===== src/rtl/dma_evt_irq_pkg.sv =====
package dma_evt_irq_pkg;
  // register select encoding on the register port
  localparam logic SEL_PEND = 1'b0;
  localparam logic SEL_EN   = 1'b1;
  // bits per channel in the status word
  localparam int EVT_KINDS = 2;
endpackage


===== src/rtl/dma_evt_pack.sv =====
module dma_evt_pack #(
  parameter int CH_PER_GROUP = 8,
  localparam int HALF_W = dma_evt_irq_pkg::EVT_KINDS * CH_PER_GROUP,
  localparam int WORD_W = 2 * HALF_W
) (
  input  logic [CH_PER_GROUP-1:0] nrm_half,
  input  logic [CH_PER_GROUP-1:0] nrm_end,
  input  logic [CH_PER_GROUP-1:0] ded_half,
  input  logic [CH_PER_GROUP-1:0] ded_end,
  output logic [WORD_W-1:0]       set_vec
);
  for (genvar c = 0; c < CH_PER_GROUP; c++) begin : g_ch
    assign set_vec[2*c]            = nrm_half[c];
    assign set_vec[2*c+1]          = nrm_end[c];
    assign set_vec[HALF_W+2*c]     = ded_half[c];
    assign set_vec[HALF_W+2*c+1]   = ded_end[c];
  end
endmodule


===== src/rtl/dma_pend_bank.sv =====
module dma_pend_bank #(
  parameter int WORD_W = 32
) (
  input  logic              clk,
  input  logic              rst,
  input  logic [WORD_W-1:0] set_vec,
  input  logic              clr_wr,
  input  logic [WORD_W-1:0] clr_mask,
  output logic [WORD_W-1:0] pend_q,
  output logic [WORD_W-1:0] pend_d
);
  logic [WORD_W-1:0] clr_eff;

  assign clr_eff = clr_wr ? clr_mask : '0;

  for (genvar b = 0; b < WORD_W; b++) begin : g_bit
    // event has priority over a same-cycle clear
    assign pend_d[b] = set_vec[b] | (pend_q[b] & ~clr_eff[b]);
  end

  always_ff @(posedge clk) begin
    if (rst) pend_q <= '0;
    else     pend_q <= pend_d;
  end

  // without a write, no set bit may drop
  p_sticky_r4: assert property (@(posedge clk) disable iff (rst)
    (!rst && !clr_wr) |=> ((pend_q & $past(pend_q)) == $past(pend_q)));

  // every pulsed bit is set one cycle later, write or not
  p_evt_wins_r6: assert property (@(posedge clk) disable iff (rst)
    !rst |=> ((pend_q & $past(set_vec)) == $past(set_vec)));

  // a bit written as one without an event is clear afterwards
  p_clear_r5: assert property (@(posedge clk) disable iff (rst)
    (!rst && clr_wr) |=> ((pend_q & $past(clr_mask & ~set_vec)) == '0));
endmodule


===== src/rtl/dma_en_reg.sv =====
module dma_en_reg #(
  parameter int WORD_W = 32
) (
  input  logic              clk,
  input  logic              rst,
  input  logic              wr,
  input  logic [WORD_W-1:0] wdata,
  output logic [WORD_W-1:0] en_q,
  output logic [WORD_W-1:0] en_d
);
  assign en_d = wr ? wdata : en_q;

  always_ff @(posedge clk) begin
    if (rst) en_q <= '0;
    else     en_q <= en_d;
  end

  // reset leaves the enable word empty
  p_reset_r1: assert property (@(posedge clk) rst |=> (en_q == '0));

  // no write, no change
  p_hold_r7: assert property (@(posedge clk) disable iff (rst)
    (!rst && !wr) |=> $stable(en_q));
endmodule


===== src/rtl/dma_evt_irq_ctrl.sv =====
module dma_evt_irq_ctrl #(
  parameter int CH_PER_GROUP = 8,
  localparam int WORD_W = 2 * dma_evt_irq_pkg::EVT_KINDS * CH_PER_GROUP
) (
  input  logic                    clk,
  input  logic                    rst,
  input  logic [CH_PER_GROUP-1:0] nrm_half_evt,
  input  logic [CH_PER_GROUP-1:0] nrm_end_evt,
  input  logic [CH_PER_GROUP-1:0] ded_half_evt,
  input  logic [CH_PER_GROUP-1:0] ded_end_evt,
  input  logic                    reg_sel,
  input  logic                    reg_wr,
  input  logic [WORD_W-1:0]       reg_wdata,
  output logic [WORD_W-1:0]       reg_rdata,
  output logic                    irq
);
  import dma_evt_irq_pkg::*;

  logic [WORD_W-1:0] set_vec;
  logic [WORD_W-1:0] pend_q, pend_d;
  logic [WORD_W-1:0] en_q, en_d;
  logic              pend_wr, en_wr;

  assign pend_wr = reg_wr && (reg_sel == SEL_PEND);
  assign en_wr   = reg_wr && (reg_sel == SEL_EN);

  dma_evt_pack #(.CH_PER_GROUP(CH_PER_GROUP)) u_pack (
    .nrm_half (nrm_half_evt),
    .nrm_end  (nrm_end_evt),
    .ded_half (ded_half_evt),
    .ded_end  (ded_end_evt),
    .set_vec  (set_vec)
  );

  dma_pend_bank #(.WORD_W(WORD_W)) u_pend (
    .clk      (clk),
    .rst      (rst),
    .set_vec  (set_vec),
    .clr_wr   (pend_wr),
    .clr_mask (reg_wdata),
    .pend_q   (pend_q),
    .pend_d   (pend_d)
  );

  dma_en_reg #(.WORD_W(WORD_W)) u_en (
    .clk   (clk),
    .rst   (rst),
    .wr    (en_wr),
    .wdata (reg_wdata),
    .en_q  (en_q),
    .en_d  (en_d)
  );

  always_ff @(posedge clk) begin
    if (rst) begin
      irq       <= 1'b0;
      reg_rdata <= '0;
    end else begin
      irq       <= |(pend_d & en_d);
      reg_rdata <= (reg_sel == SEL_EN) ? en_q : pend_q;
    end
  end

  // the interrupt line agrees with the stored words
  p_irq_match_r8: assert property (@(posedge clk) disable iff (rst)
    irq == |(pend_q & en_q));

  // reset drops the interrupt
  p_irq_reset_r1: assert property (@(posedge clk) rst |=> !irq);
endmodule


===== config.mk =====
export PLATFORM = sky130hd
export DESIGN_NAME = dma_evt_irq_ctrl
export DESIGN_NICKNAME = d
export VERILOG_FILES = /design/src/rtl/dma_evt_irq_pkg.sv /design/src/rtl/dma_evt_pack.sv /design/src/rtl/dma_pend_bank.sv /design/src/rtl/dma_en_reg.sv /design/src/rtl/dma_evt_irq_ctrl.sv
export SDC_FILE = /design/constraint.sdc
export NUM_CORES = 1
export LEC_CHECK = 0
export BUFFER_PORTS_ARGS = -buffer_cell sky130_fd_sc_hd__buf_4
export CAP_MARGIN = 5
export CORE_ASPECT_RATIO = 0.7
export CORE_MARGIN = 3
export CORE_UTILIZATION = 53
export CTS_CLUSTER_SIZE = 28
export DETAILED_ROUTE_END_ITERATION = 7
export GPL_TIMING_DRIVEN = 0
export PLACE_DENSITY_LB_ADDON = 0.15
export SETUP_SLACK_MARGIN = 0.1
export SLEW_MARGIN = 15
export SYNTH_ARGS = -nofsm -noshare
export SYNTH_HDL_FRONTEND = slang
export SYNTH_SLANG_ARGS = --single-unit

===== constraint.sdc =====
create_clock -name clk -period 1.9 [get_ports clk]
set_input_delay 0.19 -clock clk [delete_from_list [all_inputs] [get_ports clk]]
set_output_delay 0.19 -clock clk [all_outputs]
set_load 0.03 [all_outputs]

==> key figures, run 1 <==
Floorplan
  – # rows: 26
  – Chip Height: 81.1 µm
  – Area of the core: 7550 µm²
  – Starting Density: 56.6%
  – Die width: 113 µm
  – IO Count: 101
  – Die footprint: 9200 µm²

Critical path
  – CP max-delay cell: nor4_1
  – Worst-path cell chain: buf_4 > buf_6 > and2_4 > buf_6 > buf_6 > o22ai_1 > o22ai_1 > nor4_1 > a41oi_1
  – Critical path peak fanout: 10
  – CP dominant cell by count: buf_6
  – Max incr delay on CP: 0.37 ns
  – Worst Setup Path Type: in2reg
  – Worst Path Required: 2.08 ns
  – Worst EP arrival: 1.80 ns
  – Crit. End Element: flop
  – Startpoint types: input port
  – Reg2reg start: u_en.en_q[29]
  – CP Launch Point: reg_sel

Global route
  – Initial antenna violation count: 0
  – Largest net degree at the start of global routing: 15
  – Gr ovfl total: 0
  – Vias in the first global route: 3982
  – First-pass GRT wire length: 20.4 mm
  – GR Util All Layers: 29.0%

Clocking
  – CTS Buf Count: 9
  – Sink Count: 97
  – CTS root buffer: clkbuf_16
  – Clock buffer depth: 2
  – Clk slew on worst S/H paths: 0.06 ns
  – Postcts setup bufs: 0
  – CTS tree: yes
  – Later-pin clock latency in the skew report: 0.35 ns
  – Hold buffers post-CTS: 0
  – PostCTS Resize Cnt: 0
  – CTS H-tree lvls: 3

Place
  – Post-DP HPWL: 9.39 mm
  – Pre-CTS setup slack: -0.00318 ns
  – GP Congestion: 0.904
  – DP Area: 5140 µm²
  – # port buffers: 99

Cells and area
  – Antenna cell count: 0
  – Net total in the final layout: 706
  – Final core utilization: 72.0%
  – Syn-to-layout area delta: 27.1%
  – Post-route design area: 5440 µm²
  – Layout cells sized above 1: 20.7%

Timing
  – Fmax: 616 MHz
  – Slew headroom: 59.9%
  – Min cycle time layout: 1.62 ns
  – Slew Limit Fails: 0
  – Min Hold Slack: 0.0649 ns
  – RSZ-0062 raised after global routing: no
  – Final Skew: 0.00545 ns
  – Final-report hold violation count: 0
  – Worst-margin pin slew: 0.601 ns
  – Final setup viols: 0
  – TNS Setup: 0 ns
  – Fin worst setup slack: 0.277 ns
  – Post-route clock period utilization: 85.4%

Pwr
  – Maximum VDD drop: 687 µV
  – Clock power share: 37.1%
  – Pwr/cell area: 886 nW/µm²
  – Comb power frac: 16.8%
  – NetSw: 1.30 mW
  – Sequential share of power: 46.1%
  – Switching Share: 27.0%
  – Internal Dissipation: 3.52 mW
  – Leak pwr: 2.32 nW

Yosys
  – Post-synthesis cell count: 528
  – Yosys top cell by area: dfxtp_1
  – Top cells by count, synth: 97 x dfxtp_1, 97 x nand2_1, 67 x a21oi_1, 64 x nor2_1, 45 x o22ai_1
  – Number of synthesized flops with an enable pin: 0
  – Yosys synthesis warning count: 0
  – Synth Cell Area: 4280 µm²
  – Top cells by area, synth: dfxtp_1 45%, nand2_1 8.5%, a21oi_1 7.8%
  – Post-synth net total: 596
  – Syn avg cell area: 8.10 µm²
  – Top FF cell, synth: dfxtp_1
  – Sequential area share after synthesis: 45.4%
  – Yosys reg bits: 97
  – Library cells used by synthesis: 22
  – Post-synth ARST share: 0%
  – Synth top area share: 45.4%

Detailed routing
  – Routed Antenna Nets: 0
  – Avg WL per Cell: 17.9 µm
  – Drt pass-1 iters: 6
  – Via/cell ratio: 5.98
  – DR iter-0 viols: 598
  – DRT Wirelength: 13.2 mm
  – Remaining DRCs: 0
  – Vias: 4430

Worst hold path
  – HP Start: ded_end_evt[5]
  – Hold crit path type: in2reg

Run
  – Maximum capacitance violations: 0

Outcome
  – Outcome: finished clean
[metrics by stage]
step / power (mW) / cells
after CTS: 4.81 / 741
after floorplan: 2.70 / 528
final: 4.82 / 741
after detailed placement: 3.05 / 725
after global routing: 4.97 / 741
after global placement: 3.03 / 725
[logic make-up after synthesis]
kind of cell    after synthesis  share of synthesized area, %
mux                          32                          7.49
buf+inv                      54                          6.00
compound gates              148                          21.2
simple gates                197                          19.9
flops                        97                          45.4
[per-layer routing]
layer | vias to the layer above | global-route usage [%] | share of wire (%)
li1 | 2068 | - | -
met1 | 2016 | 40.2 | 42
met2 | 306 | 43.1 | 43
met3 | 40 | 7.15 | 12
met4 | 0 | 12.5 | 2.5
met5 | - | 0 | 0
[critical path, delay by kind of cell]
kind	cells	cell delay (ns)
compound gates	3	0.59
simple gates	2	0.50
buf+inv	4	0.52
[layout make-up]
| cell class | instances | area (µm²) |
|---|---|---|
| multi-input combinational | 377 | 2080 |
| inverter | 16 | 60.1 |
| fill | 596 | 2110 |
| sequential | 97 | 1940 |
| clock inverter | 2 | 10.0 |
| buffer | 38 | 196 |
| tap | 98 | 123 |
| timing repair buffer | 99 | 743 |
| clock buffer | 14 | 284 |
[flip-flops by register name, summed over array words and instances, names as in the netlist]
name / cells
irq: 1
u_en.en_q: 32
reg_rdata: 32
u_pend.pend_q: 32
[worst paths after layout]
path              cells past startpoint                 to  slack, ns
hold / removal                        3  u_pend.pend_q[27]       0.06
setup reg to reg                      5                irq       0.39
hold reg to reg                       2      u_en.en_q[19]       0.48
setup / recovery                      9                irq       0.28
[placed cells by master, fill, tap and decap left out]
cell type | netlist | layout
o21a_1 | 13 | 13
nor2_1 | 64 | 64
o32ai_1 | 16 | 16
clkbuf_8 | 0 | 4
mux2i_1 | 32 | 32
buf_1 | 3 | 3
nand3b_1 | 3 | 3
nor4_1 | 4 | 4
buf_4 | 0 | 99
inv_1 | 16 | 16
clkbuf_1 | 17 | 18
buf_6 | 5 | 5
o22ai_1 | 45 | 45
buf_2 | 13 | 13
clkinv_2 | 0 | 2
nand2b_1 | 1 | 1
nor2b_1 | 14 | 14
a41oi_1 | 1 | 1
clkbuf_16 | 0 | 9
nand2_1 | 97 | 97
o22a_1 | 3 | 3
and2_4 | 1 | 1
nor3b_1 | 13 | 13
dfxtp_1 | 97 | 97
o21ai_0 | 3 | 3
a21oi_1 | 67 | 67
[power groups by stage]
stage	Sequential [mW]	Clock, mW	Combinational [mW]
2_1_floorplan	2.32	0	0.383
3_3_place_gp	2.26	0	0.773
3_5_place_dp	2.26	0	0.787
4_1_cts	2.22	1.80	0.792
5_1_grt	2.23	1.87	0.866
6_report	2.22	1.79	0.807
(Power assumes the default switching activity.)
==> inputs of run 2 (changes only) <==
CTS_BUF_LIST = sky130_fd_sc_hd__clkbuf_8 sky130_fd_sc_hd__clkbuf_16   (was default)
==> run 2 against run 1 <==
- routed wire length barely moved
- cell count did not move
- non-clock buffer count did not move
- power fell by 0.13%
- global-route usage did not move
- sequential power barely moved
- maximum frequency rose by 0.55%
- via count barely moved
- largest power group unchanged
==> key figures, run 2 (synthesis gave the netlist of run 1 again) <==
Critical path
  – CP dominant cell by count: buf_6
  – Crit. End Element: flop
  – Worst EP arrival: 1.79 ns
  – Worst Setup Path Type: in2reg
  – Reg2reg start: u_en.en_q[29]
  – Startpoint types: input port
  – CP endpoint: irq
  – Max incr delay on CP: 0.36 ns
  – FF-to-FF path depth: 5
  – R2R setup slack: 0.40 ns
  – Critical path peak fanout: 10
  – Worst Path Required: 2.08 ns
  – CP Launch Point: reg_sel
  – R2R Path End: irq
  – Worst-path cell chain: buf_4 > buf_6 > and2_4 > buf_6 > buf_6 > o22ai_1 > o22ai_1 > nor4_1 > a41oi_1
  – CP max-delay cell: nor4_1

Cells and area
  – Most frequent cells in the layout: 99 x buf_4, 97 x nand2_1, 97 x dfxtp_1
  – Fill count: 596
  – Area occupied by multi-input gates: 2080 µm²
  – Finished Layout Cells: 741
  – Antenna cell count: 0
  – FF+latch area: 1940 µm²
  – Syn-to-layout area delta: 27.1%
  – Most common cell after layout, fill and taps aside: buf_4
  – Layout cells sized above 1: 20.7%
  – Biggest regs: reg_rdata (32), u_en.en_q (32), u_pend.pend_q (32)
  – Net total in the final layout: 706

Pwr
  – Maximum VDD drop: 689 µV
  – Pwr/cell area: 885 nW/µm²
  – Total Power: 4.81 mW
  – Leak pwr: 2.33 nW

Global route
  – Gr ovfl total: 0
  – First-pass GRT wire length: 20.4 mm
  – GR Util All Layers: 29.0%
  – Initial antenna violation count: 0
  – Largest net degree at the start of global routing: 15
  – Vias in the first global route: 3982

Clocking
  – Later-pin clock latency in the skew report: 0.35 ns
  – Postcts setup bufs: 0
  – CTS Buf Count: 9
  – Clk slew on worst S/H paths: 0.06 ns
  – Clock buffer depth: 2
  – Hold buffers post-CTS: 0
  – CTS root buffer: clkbuf_16
  – CTS tree: yes
  – CTS H-tree lvls: 3
  – Sink Count: 97
  – PostCTS Resize Cnt: 0

Floorplan
  – # rows: 26
  – Die width: 113 µm
  – Starting Density: 56.6%
  – IO Count: 101
  – Area of the core: 7550 µm²
  – Die footprint: 9200 µm²
  – Chip Height: 81.1 µm

Place
  – GP Congestion: 0.904
  – Post-DP HPWL: 9.39 mm
  – Cells after DPL: 725
  – # port buffers: 99

Worst hold path
  – Hold crit path type: in2reg

Timing
  – Post-route clock period utilization: 84.9%
  – Fmax: 620 MHz
  – Worst-margin pin slew: 0.605 ns
  – Final setup viols: 0
  – Slew Limit Fails: 0
  – Min cycle time layout: 1.61 ns
  – Final Skew: 0.00351 ns
  – Slew headroom: 59.7%
  – Min Hold Slack: 0.0686 ns
  – TNS Setup: 0 ns
  – RSZ-0062 raised after global routing: no
  – Final-report hold violation count: 0

Run
  – Maximum capacitance violations: 0

Detailed routing
  – Vias: 4427
  – DRT Wirelength: 13.2 mm
  – Avg WL per Cell: 17.9 µm
  – Via/cell ratio: 5.97
  – Drt pass-1 iters: 5
  – DR iter-0 viols: 598
  – Routed Antenna Nets: 0
  – Remaining DRCs: 0

Outcome
  – Outcome: finished clean
==> run 2: changes by cell type in the layout (fill, tap and decap cells not counted), sizes merged <==
cell,delta
clkbuf,-1
inv,+1
==> run 2: per-layer routing <==
layer	up-vias	GRT usage [%]	wire, µm
met4	0	12.5	334
met3	40	7.15	1560
met1	2020	40.2	5690
met2	302	43.1	5660
li1	2065	-	-
met5	-	0	0
==> run 2: critical path, delay by kind of cell <==
family / cells / cell delay (ns)
AO/OA/AOI/OAI: 3 / 0.60
buffers and inverters: 4 / 0.52
AND/OR/NAND/NOR: 2 / 0.49
==> run 2: cell type report <==
type,count,share of cell area (%)
multi-input cells,377,38.2
flip-flops and latches,97,35.7
repair buffers,99,13.7
clock buffers,13,5.16
plain buffers,38,3.61
well taps,98,2.26
inverters,16,1.10
clock inverters,3,0.253
==> run 2: worst min-delay path by stage <==
stage	slack, ns	from	cells past startpoint	endpoint
detailed placement	0.42	ded_end_evt[5]	3	u_pend.pend_q[27]
CTS	0.07	ded_end_evt[5]	3	u_pend.pend_q[27]
global route	0.07	ded_end_evt[3]	3	u_pend.pend_q[23]
finish	0.07	ded_end_evt[5]	3	u_pend.pend_q[27]
global placement	0.41	ded_half_evt[6]	3	u_pend.pend_q[28]
floorplan	0.31	nrm_half_evt[0]	2	u_pend.pend_q[0]
==> run 2: metrics by stage <==
stage               setup WS [ns]  cell area, µm²  utilization [%]
floorplan                   0.493            4280                -
global placement          0.00509            5140             68.1
detailed placement       -0.00318            5140             68.1
CTS                         0.358            5440             72.0
global route                0.245            5440             72.0
finish                      0.286            5440             72.0
==> run 2: report_power, final <==
group          internal [mW]  leakage [nW]  switching (mW)
combinational          0.340          1.37           0.468
clock                   1.02         0.153           0.760
sequential              2.15         0.800          0.0722
total                   3.51          2.33            1.30
